$ cat config.mk
export PLATFORM = sky130hd
export DESIGN_NAME = tok_chain_rdout
export DESIGN_NICKNAME = d
export VERILOG_FILES = /design/src/rtl/rdout_pkg.sv /design/src/rtl/req_encoder.sv /design/src/rtl/ts_mux.sv /design/src/rtl/rec_shifter.sv /design/src/rtl/tok_chain_rdout.sv
export SDC_FILE = /design/constraint.sdc
export NUM_CORES = 1
export LEC_CHECK = 0
export ABC_CLOCK_PERIOD_IN_PS = 2100
export BUFFER_PORTS_ARGS = -buffer_cell sky130_fd_sc_hd__buf_2
export CORE_MARGIN = 3
export CORE_UTILIZATION = 45
export DETAILED_ROUTE_END_ITERATION = 7
export HOLD_SLACK_MARGIN = 0.02
export MAX_ROUTING_LAYER = met4
export PLACE_DENSITY_LB_ADDON = 0.12
export REMOVE_ABC_BUFFERS = 1
export SLEW_MARGIN = 10
export SYNTH_ARGS = -nofsm -noshare
export SYNTH_HDL_FRONTEND = slang
export SYNTH_HIERARCHICAL = 1
export SYNTH_SLANG_ARGS = --single-unit
$ cat constraint.sdc
create_clock -name clk_i -period 2.1 [get_ports clk_i]
set_input_delay 0.21 -clock clk_i [delete_from_list [all_inputs] [get_ports clk_i]]
set_output_delay 0.21 -clock clk_i [all_outputs]
set_load 0.005 [all_outputs]
$ cat src/rtl/rdout_pkg.sv
package rdout_pkg;
  typedef enum logic [2:0] {
    ST_IDLE,
    ST_INJ,
    ST_WAIT,
    ST_SHIFT,
    ST_REL,
    ST_DONE
  } rd_state_t;
endpackage

$ cat src/rtl/req_encoder.sv
module req_encoder #(
  parameter int N  = 16,
  localparam int IW = (N > 1) ? $clog2(N) : 1
) (
  input  logic          clk_i,
  input  logic          rst_ni,
  input  logic [N-1:0]  req_n_i,
  output logic [IW-1:0] idx_o,
  output logic          any_o,
  output logic          multi_o
);
  logic [N-1:0] act;

  assign act     = ~req_n_i;
  assign any_o   = |act;
  assign multi_o = |(act & (act - N'(1)));

  // lowest active line wins
  always_comb begin
    idx_o = '0;
    for (int i = N - 1; i >= 0; i--) begin
      if (act[i]) idx_o = IW'(i);
    end
  end

  a_r3_idx_is_active: assert property (@(posedge clk_i) disable iff (!rst_ni)
    any_o |-> !req_n_i[idx_o]);
endmodule

$ cat src/rtl/ts_mux.sv
module ts_mux #(
  parameter int COLS = 16,
  parameter int TSW  = 5,
  localparam int XW  = (COLS > 1) ? $clog2(COLS) : 1
) (
  input  logic [COLS*TSW-1:0] ts_bus_i,
  input  logic [XW-1:0]       sel_i,
  output logic [TSW-1:0]      ts_o
);
  logic [TSW-1:0] lane [COLS];

  for (genvar c = 0; c < COLS; c++) begin : g_lane
    assign lane[c] = ts_bus_i[c*TSW +: TSW];
  end

  assign ts_o = lane[sel_i];
endmodule

$ cat src/rtl/rec_shifter.sv
module rec_shifter #(
  parameter int RW  = 13,
  localparam int CW = $clog2(RW)
) (
  input  logic          clk_i,
  input  logic          rst_ni,
  input  logic          load_i,
  input  logic [RW-1:0] rec_i,
  output logic          ser_o,
  output logic          busy_o,
  output logic          last_o
);
  logic [RW-1:0] sr_q;
  logic [CW-1:0] cnt_q;

  always_ff @(posedge clk_i or negedge rst_ni) begin
    if (!rst_ni) begin
      sr_q   <= '0;
      cnt_q  <= '0;
      busy_o <= 1'b0;
    end else if (load_i) begin
      sr_q   <= rec_i;
      cnt_q  <= '0;
      busy_o <= 1'b1;
    end else if (busy_o) begin
      sr_q <= sr_q << 1;
      if (cnt_q == CW'(RW - 1)) begin
        busy_o <= 1'b0;
        cnt_q  <= '0;
      end else begin
        cnt_q <= cnt_q + CW'(1);
      end
    end
  end

  assign ser_o  = busy_o & sr_q[RW-1];
  assign last_o = busy_o && (cnt_q == CW'(RW - 1));

  // record runs its full length once begun
  a_r3_full_length: assert property (@(posedge clk_i) disable iff (!rst_ni)
    busy_o && !last_o |=> busy_o);
  a_r3_no_reload: assert property (@(posedge clk_i) disable iff (!rst_ni)
    busy_o |-> !load_i);
endmodule

$ cat src/rtl/tok_chain_rdout.sv
module tok_chain_rdout #(
  parameter int COLS = 16,
  parameter int ROWS = 16,
  parameter int TSW  = 5,
  localparam int XW  = (COLS > 1) ? $clog2(COLS) : 1,
  localparam int YW  = (ROWS > 1) ? $clog2(ROWS) : 1,
  localparam int RW  = XW + YW + TSW
) (
  input  logic                clk_i,
  input  logic                rst_ni,
  input  logic                start_i,
  input  logic [COLS-1:0]     gx_n_i,
  input  logic [ROWS-1:0]     gy_n_i,
  input  logic [COLS*TSW-1:0] ts_bus_i,
  input  logic                last_tok_i,
  output logic                tok_first_o,
  output logic                tok_adv_o,
  output logic                ser_o,
  output logic                rec_valid_o,
  output logic                done_o,
  output logic                err_o
);
  import rdout_pkg::*;

  rd_state_t st_q, st_d;
  logic [XW-1:0]  x_idx;
  logic [YW-1:0]  y_idx;
  logic           x_any, y_any, x_multi, y_multi;
  logic [TSW-1:0] ts_sel;
  logic           hit, load, sh_last;

  req_encoder #(.N(COLS)) u_xenc (
    .clk_i(clk_i), .rst_ni(rst_ni), .req_n_i(gx_n_i),
    .idx_o(x_idx), .any_o(x_any), .multi_o(x_multi));

  req_encoder #(.N(ROWS)) u_yenc (
    .clk_i(clk_i), .rst_ni(rst_ni), .req_n_i(gy_n_i),
    .idx_o(y_idx), .any_o(y_any), .multi_o(y_multi));

  ts_mux #(.COLS(COLS), .TSW(TSW)) u_tsmux (
    .ts_bus_i(ts_bus_i), .sel_i(x_idx), .ts_o(ts_sel));

  assign hit  = x_any & y_any;
  assign load = (st_q == ST_WAIT) && !last_tok_i && hit;

  rec_shifter #(.RW(RW)) u_shift (
    .clk_i(clk_i), .rst_ni(rst_ni), .load_i(load),
    .rec_i({x_idx, y_idx, ts_sel}),
    .ser_o(ser_o), .busy_o(rec_valid_o), .last_o(sh_last));

  always_comb begin
    st_d = st_q;
    unique case (st_q)
      ST_IDLE, ST_DONE: if (start_i) st_d = ST_INJ;
      ST_INJ:           st_d = ST_WAIT;
      ST_WAIT: begin
        if (last_tok_i) st_d = ST_DONE;
        else if (hit)   st_d = ST_SHIFT;
      end
      ST_SHIFT:         if (sh_last) st_d = ST_REL;
      ST_REL:           st_d = ST_WAIT;
      default:          st_d = ST_IDLE;
    endcase
  end

  always_ff @(posedge clk_i or negedge rst_ni) begin
    if (!rst_ni) begin
      st_q  <= ST_IDLE;
      err_o <= 1'b0;
    end else begin
      st_q <= st_d;
      if (st_q == ST_WAIT && !last_tok_i && (x_multi || y_multi)) err_o <= 1'b1;
    end
  end

  assign tok_first_o = (st_q == ST_INJ);
  assign tok_adv_o   = (st_q == ST_REL);
  assign done_o      = (st_q == ST_DONE);

  a_r2_first_single: assert property (@(posedge clk_i) disable iff (!rst_ni)
    tok_first_o |=> !tok_first_o);
  a_r6_adv_after_record: assert property (@(posedge clk_i) disable iff (!rst_ni)
    $fell(rec_valid_o) |-> tok_adv_o);
  a_r6_adv_not_in_record: assert property (@(posedge clk_i) disable iff (!rst_ni)
    tok_adv_o |-> !rec_valid_o);
  a_r7_done_holds: assert property (@(posedge clk_i) disable iff (!rst_ni)
    done_o && !start_i |=> done_o);
  a_r9_err_sticky: assert property (@(posedge clk_i) disable iff (!rst_ni)
    err_o |=> err_o);
  a_r10_start_ignored: assert property (@(posedge clk_i) disable iff (!rst_ni)
    start_i && !done_o && !(st_q == ST_IDLE) |=> !tok_first_o);
endmodule

# Word level (Yosys, flattened, before mapping)
# Cells that the tools add are included.
# Widths: inputs -> output; s select.
totals:
  register_bits: 22
  input_bits: 116
  output_inout_bits: 6
  word_cells: 88
classes:
  addsub: 3
  n_lt_le_gt_ge: 1
  eq_ne: 9
  muxes: 48
  bitwise: 7
  reduce_logical: 15
op_table:
  columns: ["op", "n"]
  rows:
  - ["$mux 4", 35]
  - ["$reduce_or 16->1", 4]
  - ["$and 16x16->16", 2]
  - ["$not 16->16", 2]
  - ["$sub 16x1->16 const B", 2]
  - ["$mux 13", 2]
  - ["$bmux 5 s4", 1]
  - ["$mux 3", 4]
  - ["$pmux 3 s4", 1]
  - ["$mux 5", 2]
  - ["$eq 3x2->1 const B", 2]
  - ["$eq 3x3->1 const B", 2]
  - ["$ge 5x5->1 const B", 1]
  - ["$not 4->5", 1]
  - ["$add 4x1->4 const B", 1]
  - ["$eq 4x4->1 const B", 1]
  - ["$logic_and 1x1->1", 4]
  - ["$ne 2x2->1 const B", 2]
  - ["$reduce_or 2->1", 2]
  - ["$eq 3x1->1 const B", 1]
  - ["$logic_not 3->1", 1]
  - ["$mux 1", 3]
  - ["$ne 3x3->1 const B", 1]
  - ["$reduce_and 3->1", 1]
  - ["other kinds (4)", 5]

# Depth between registers and ports, before layout
depth:
  ltp_word: 22
  ltp_mapped: 11
  ltp_nobuf: 10

# Cells and area by module
# The synthesis kept the hierarchy.
by_module_without_submodules:
  columns: ["mod", "n_inst", "cells_each", "area_per_inst_um2", "seq_area_each_um2"]
  rows:
  - ["rec_shifter", 1, 86, 855.8, 450.4]
  - ["req_encoder", 2, 59, 329.1, 0.0]
  - ["ts_mux", 1, 47, 600.6, 0.0]
  - ["tok_chain_rdout", 1, 29, 257.7, 100.1]

# Worst setup path before layout
# OpenSTA, ideal clock, no wires.
synth_path:
  kind: "input port to flip-flop"
  start: "in gx_n_i[14]"
  end: "reg u_shift.sr_q[1]"
  setup_time_ps: 133
  t_arrival_ps: 1826
  t_required_ps: 1967
  slack_ps: 140
  cell_stages: 11
  path_buffers: 1
  cell_sequence: "inv_1 o21ai_0 a21boi_0 o21ai_0 a31o_1 buf_6 mux4_2 a22oi_1 nand3_1 nand2_1 o21ai_0"
synth_between:
  elab_chain_cells: 21
  word_cells_on_any_way: 25
  cone_classes: "mux: 19; bitwise: 3; reduce/logical: 3"
synth_rtl:
  columns: ["item", "line_no", "text"]
  rows:
  - ["from (decl)", "tok_chain_rdout.sv:12", "input logic [COLS-1:0] gx_n_i,"]
  - ["$not 16->16", "req_encoder.sv:14", "assign act = ~req_n_i;"]
  - ["$mux 4 (15 in a row)", "req_encoder.sv:22", "if (act[i]) idx_o = IW'(i);"]
  - ["net x_idx[0]", "tok_chain_rdout.sv:26", "logic [XW-1:0] x_idx;"]
  - ["$not 4->5 (not written as such)", "ts_mux.sv:16", "assign ts_o = lane[sel_i];"]
  - ["$bmux 5 s4", "ts_mux.sv:16", null]
  - ["$mux 5 (not written as such) (2 in a row)", "ts_mux.sv:16", null]
  - ["net ts_sel[1]", "tok_chain_rdout.sv:29", "logic [TSW-1:0] ts_sel;"]
  - ["$mux 13", "rec_shifter.sv:21", "end else if (load_i) begin"]
  - ["to (signal assigned)", "rec_shifter.sv:22", "sr_q <= rec_i;"]
  - ["to (signal assigned)", "rec_shifter.sv:26", "sr_q <= sr_q << 1;"]
  - ["to (decl)", "rec_shifter.sv:13", "logic [RW-1:0] sr_q;"]
# The timed path passes the listed nets, and every way through them passes these cells. The select of a mux whose other input is x is not followed.
# A chain may end at the register's enable or synchronous reset.

# Worst setup path in the final report
layout_path:
  start: "in gx_n_i[2]"
  end: "reg u_shift.sr_q[2]"
layout_between:
  elab_chain_cells: 9
  word_cells_on_any_way: 13
  cone_classes: "mux: 7; bitwise: 3; reduce/logical: 3"
layout_rtl:
  columns: ["item", "line_no"]
  rows:
  - ["$not 16->16", "req_encoder.sv:14"]
  - ["$mux 4 (3 in a row)", "req_encoder.sv:22"]
  - ["net x_idx[0]", "tok_chain_rdout.sv:26"]
  - ["$not 4->5 (not written as such)", "ts_mux.sv:16"]
  - ["$bmux 5 s4", "ts_mux.sv:16"]
  - ["$mux 5 (not written as such) (2 in a row)", "ts_mux.sv:16"]
  - ["net ts_sel[2]", "tok_chain_rdout.sv:29"]
  - ["$mux 13", "rec_shifter.sv:21"]
# The timed path passes the listed nets, and every way through them passes these cells. The select of a mux whose other input is x is not followed.

==> results.yml <==
status:
  outcome: "finished clean"
worst_setup_path:
  end_kind: "register"
  crit_path_cell_trace: "buf_2 > nand3_1 > a21oi_1 > a22o_1 > a31o_2 > buf_12 > mux4_2 > a22oi_1 > nand3_1 > nand2_1 > o21ai_0"
  critPathBufInv: 2
  r2r-start: "st_q[2]"
  arrival_ns: 2.08
  worstPathRequired_ns: 2.23
  cpLargestDelayFamily: "compound AO/OA/AOI/OAI gates"
  r2r_end: "u_shift/sr_q[0]"
  rr_worst_depth: 5
  start_kind: "primary input"
  cpMaxStageDelayCell: "mux4_2"
  cp_max_fo: 8
  critPathMostFrequentCell: "nand3_1"
  slowest_delay_ns: 0.49
  rrSetupSlack_ns: 0.31
  criticalPathCategory: "in2reg"
sta:
  setup_tns_ns: 0
  setup_viol: 0
  final-hold-violation-count: 0
  clock.fmax_mhz: 514.0
  period_needed_ns: 1.946
  final_max_slew_viol_count: 0
  holdWs_ns: 0.2255
  max-slew-margin-rel_pct: 67.21
  worst_slew_pin_slew_ns: 0.4919
  skew_ns: 0.006225
  worst_slack_ns: 0.1544
  timing.final.crit_share_pct: 92.65
routing:
  drt_iter0_drc: 117
  wirelength_mm: 6.824
  ant_nets: 0
  num_vias: 2706
  first_pass_iters: 4
  drc_errors: 0
  vias_per_cell: 5.489
  wl_per_cell_um: 13.84
synth:
  ys_seq_area_share_pct: 23.21
  ys_warn_count: 6
  syn_area_per_cell_sq_um: 8.472
  synth-edff-count: 0
  synth_area_sq_mm: 0.002372
  synthCells: 280
  yosysTopAreaCellShare_pct: 23.21
  yosys.area.top_type: "dfrtp_1"
  synth_top_flop_cell: "dfrtp_1"
  async_flop_share_pct: 100.0
  ys_top_cells_by_area: "dfrtp_1 (23%), mux4_2 (19%), nand2_1 (6.3%)"
  synth_cell_type_count: 47
  ys_ff_latch: 22
global_routing:
  grt-ovfl-total: 0
  grt_pass1_vias: 2551
  antenna_found_initial: 0
  grt_pass1_wl_mm: 10.78
  groute.usage.overall_pct: 21.65
  grt_max_degree: 27
place:
  gp_congestion: 0.8214
  hpwl_mm: 5.572
  pre_cts_slack_ns: -0.1906
  dp_cells: 485
  io_buffers: 121
finish:
  drive_gt1_share_pct: 45.07
  mostFrequentLayoutCells: "buf_2 (121), nand2_1 (40), nand3_1 (29)"
  layout-area-overhead-vs-synth_pct: 41.40
  diodes: 0
  finalNetCount: 546
  final_common_cell: "buf_2"
  finalNonFillerCells: 493
floorplanning:
  die_y_um: 78.61
  core_sq_mm: 0.004911
  row_count: 25
  die_w_um: 78.61
  pin_count: 122
  dieArea_sq_mm: 0.006179
  initial_utilization_pct: 48.31
run:
  maxCapViolCount: 0
clock_network:
  htreeDepth: 1
  cts_buffers: 3
  cts_sinks: 22
  clkTransAtPathRegs_ns: 0.08
  root_buffer: "clkbuf_8"
  clkLatencyLatePin_ns: 0.26
  cts_max_path_buffers: 2
  cts_tree: "yes"
power_and_ir_drop:
  power_density_mw_per_mm2: 330.8
  vdd_drop_max_uv: 243.7
  leakage_nw: 1.503
  power.total_mw: 1.110
min_path:
  worstHoldPathCells: 2
  min_path_type: "in2reg"
  holdPathEnd: "st_q[2]"
  hold_start: "last_tok_i"
layer usage:
metal | vias up | part of all wire (%) | GRT usage (%)
met2 | 100 | 52 | 38.71
met3 | 10 | 6.1 | 2.982
met5 | - | 0 | -
li1 | 1358 | - | -
met4 | 0 | 1.2 | 2.622
met1 | 1238 | 41 | 26.81
cells by family (layout without fill, tap and decap cells):
kind of cell	Yosys count	count (layout)	share of synthesized area, %
mux	33	33	24.47
compound gates	68	68	18.04
buf+inv	26	172	5.326
flops	22	22	23.21
simple gates	127	127	27.06
fa+ha+maj	4	4	1.899
power breakdown:
| group | internal (mW) | leakage [nW] | switching, mW |
|---|---|---|---|
| Clock | 0.128 | 0.0216 | 0.127 |
| Sequential | 0.423 | 0.213 | 0 |
| Combinational | 0.255 | 1.27 | 0.177 |
| Total | 0.806 | 1.50 | 0.304 |
layout make-up:
| class | count | area, sq um |
|---|---|---|
| well taps | 67 | 83.83 |
| inverters | 15 | 56.30 |
| multi-input cells | 232 | 1712 |
| flip-flops and latches | 22 | 550.5 |
| fillers | 418 | 1556 |
| clock buffers | 3 | 41.29 |
| repair buffers | 154 | 910.9 |
synth_stat cells (5+ instances only):
master / count
dfrtp_1: 22
a22oi_1: 5
o21ai_0: 21
a21oi_1: 11
inv_1: 14
nor2_1: 22
nor3_1: 5
mux4_2: 20
a31oi_1: 6
mux2i_1: 13
nand3_1: 29
nand4_1: 6
nand2_1: 40
worst max-delay path by stage:
stage | from | endpoint | slack, ns | cells after the start
2_1_floorplan | gx_n_i[15] | u_shift/sr_q[1] | -0.62 | 10
4_1_cts | gx_n_i[14] | u_shift/sr_q[1] | 0.08 | 12
5_1_grt | gx_n_i[14] | u_shift/sr_q[2] | -0.05 | 12
3_3_place_gp | gx_n_i[14] | u_shift/sr_q[0] | -0.11 | 12
3_5_place_dp | gx_n_i[14] | u_shift/sr_q[1] | -0.19 | 12
6_report | gx_n_i[2] | u_shift/sr_q[2] | 0.15 | 11
worst reg2reg max path, stage by stage (launching register included):
cell	delay (ns)
dfrtp_1	0.45
or4b_4	0.57
nor2_1	0.16
buf_4	0.27
nand2b_1	0.14
o21ai_0	0.07
metrics by stage:
| stage | instance area (sq um) | util, % |
|---|---|---|
| finish | 3354 | 68.31 |
| global route | 3354 | 68.31 |
| CTS | 3297 | 67.13 |
| detailed placement | 3246 | 66.09 |
| global placement | 3246 | 66.09 |
| floorplan | 2302 | - |
state kept, by name, indices dropped and copies added (netlist names):
name and count:
u_shift/sr_q 13, u_shift/cnt_q 4, st_q 3, err_o 1, u_shift/busy_o 1
repair_timing:
action / CTS / global route
hold buffers: 1 / 0
resized for setup: 0 / 5
buffers inserted: 0 / 3
endpoints found under the setup margin: 0 / 5
endpoints found under the hold margin: 22 / 0
(Power assumes the default switching activity.)
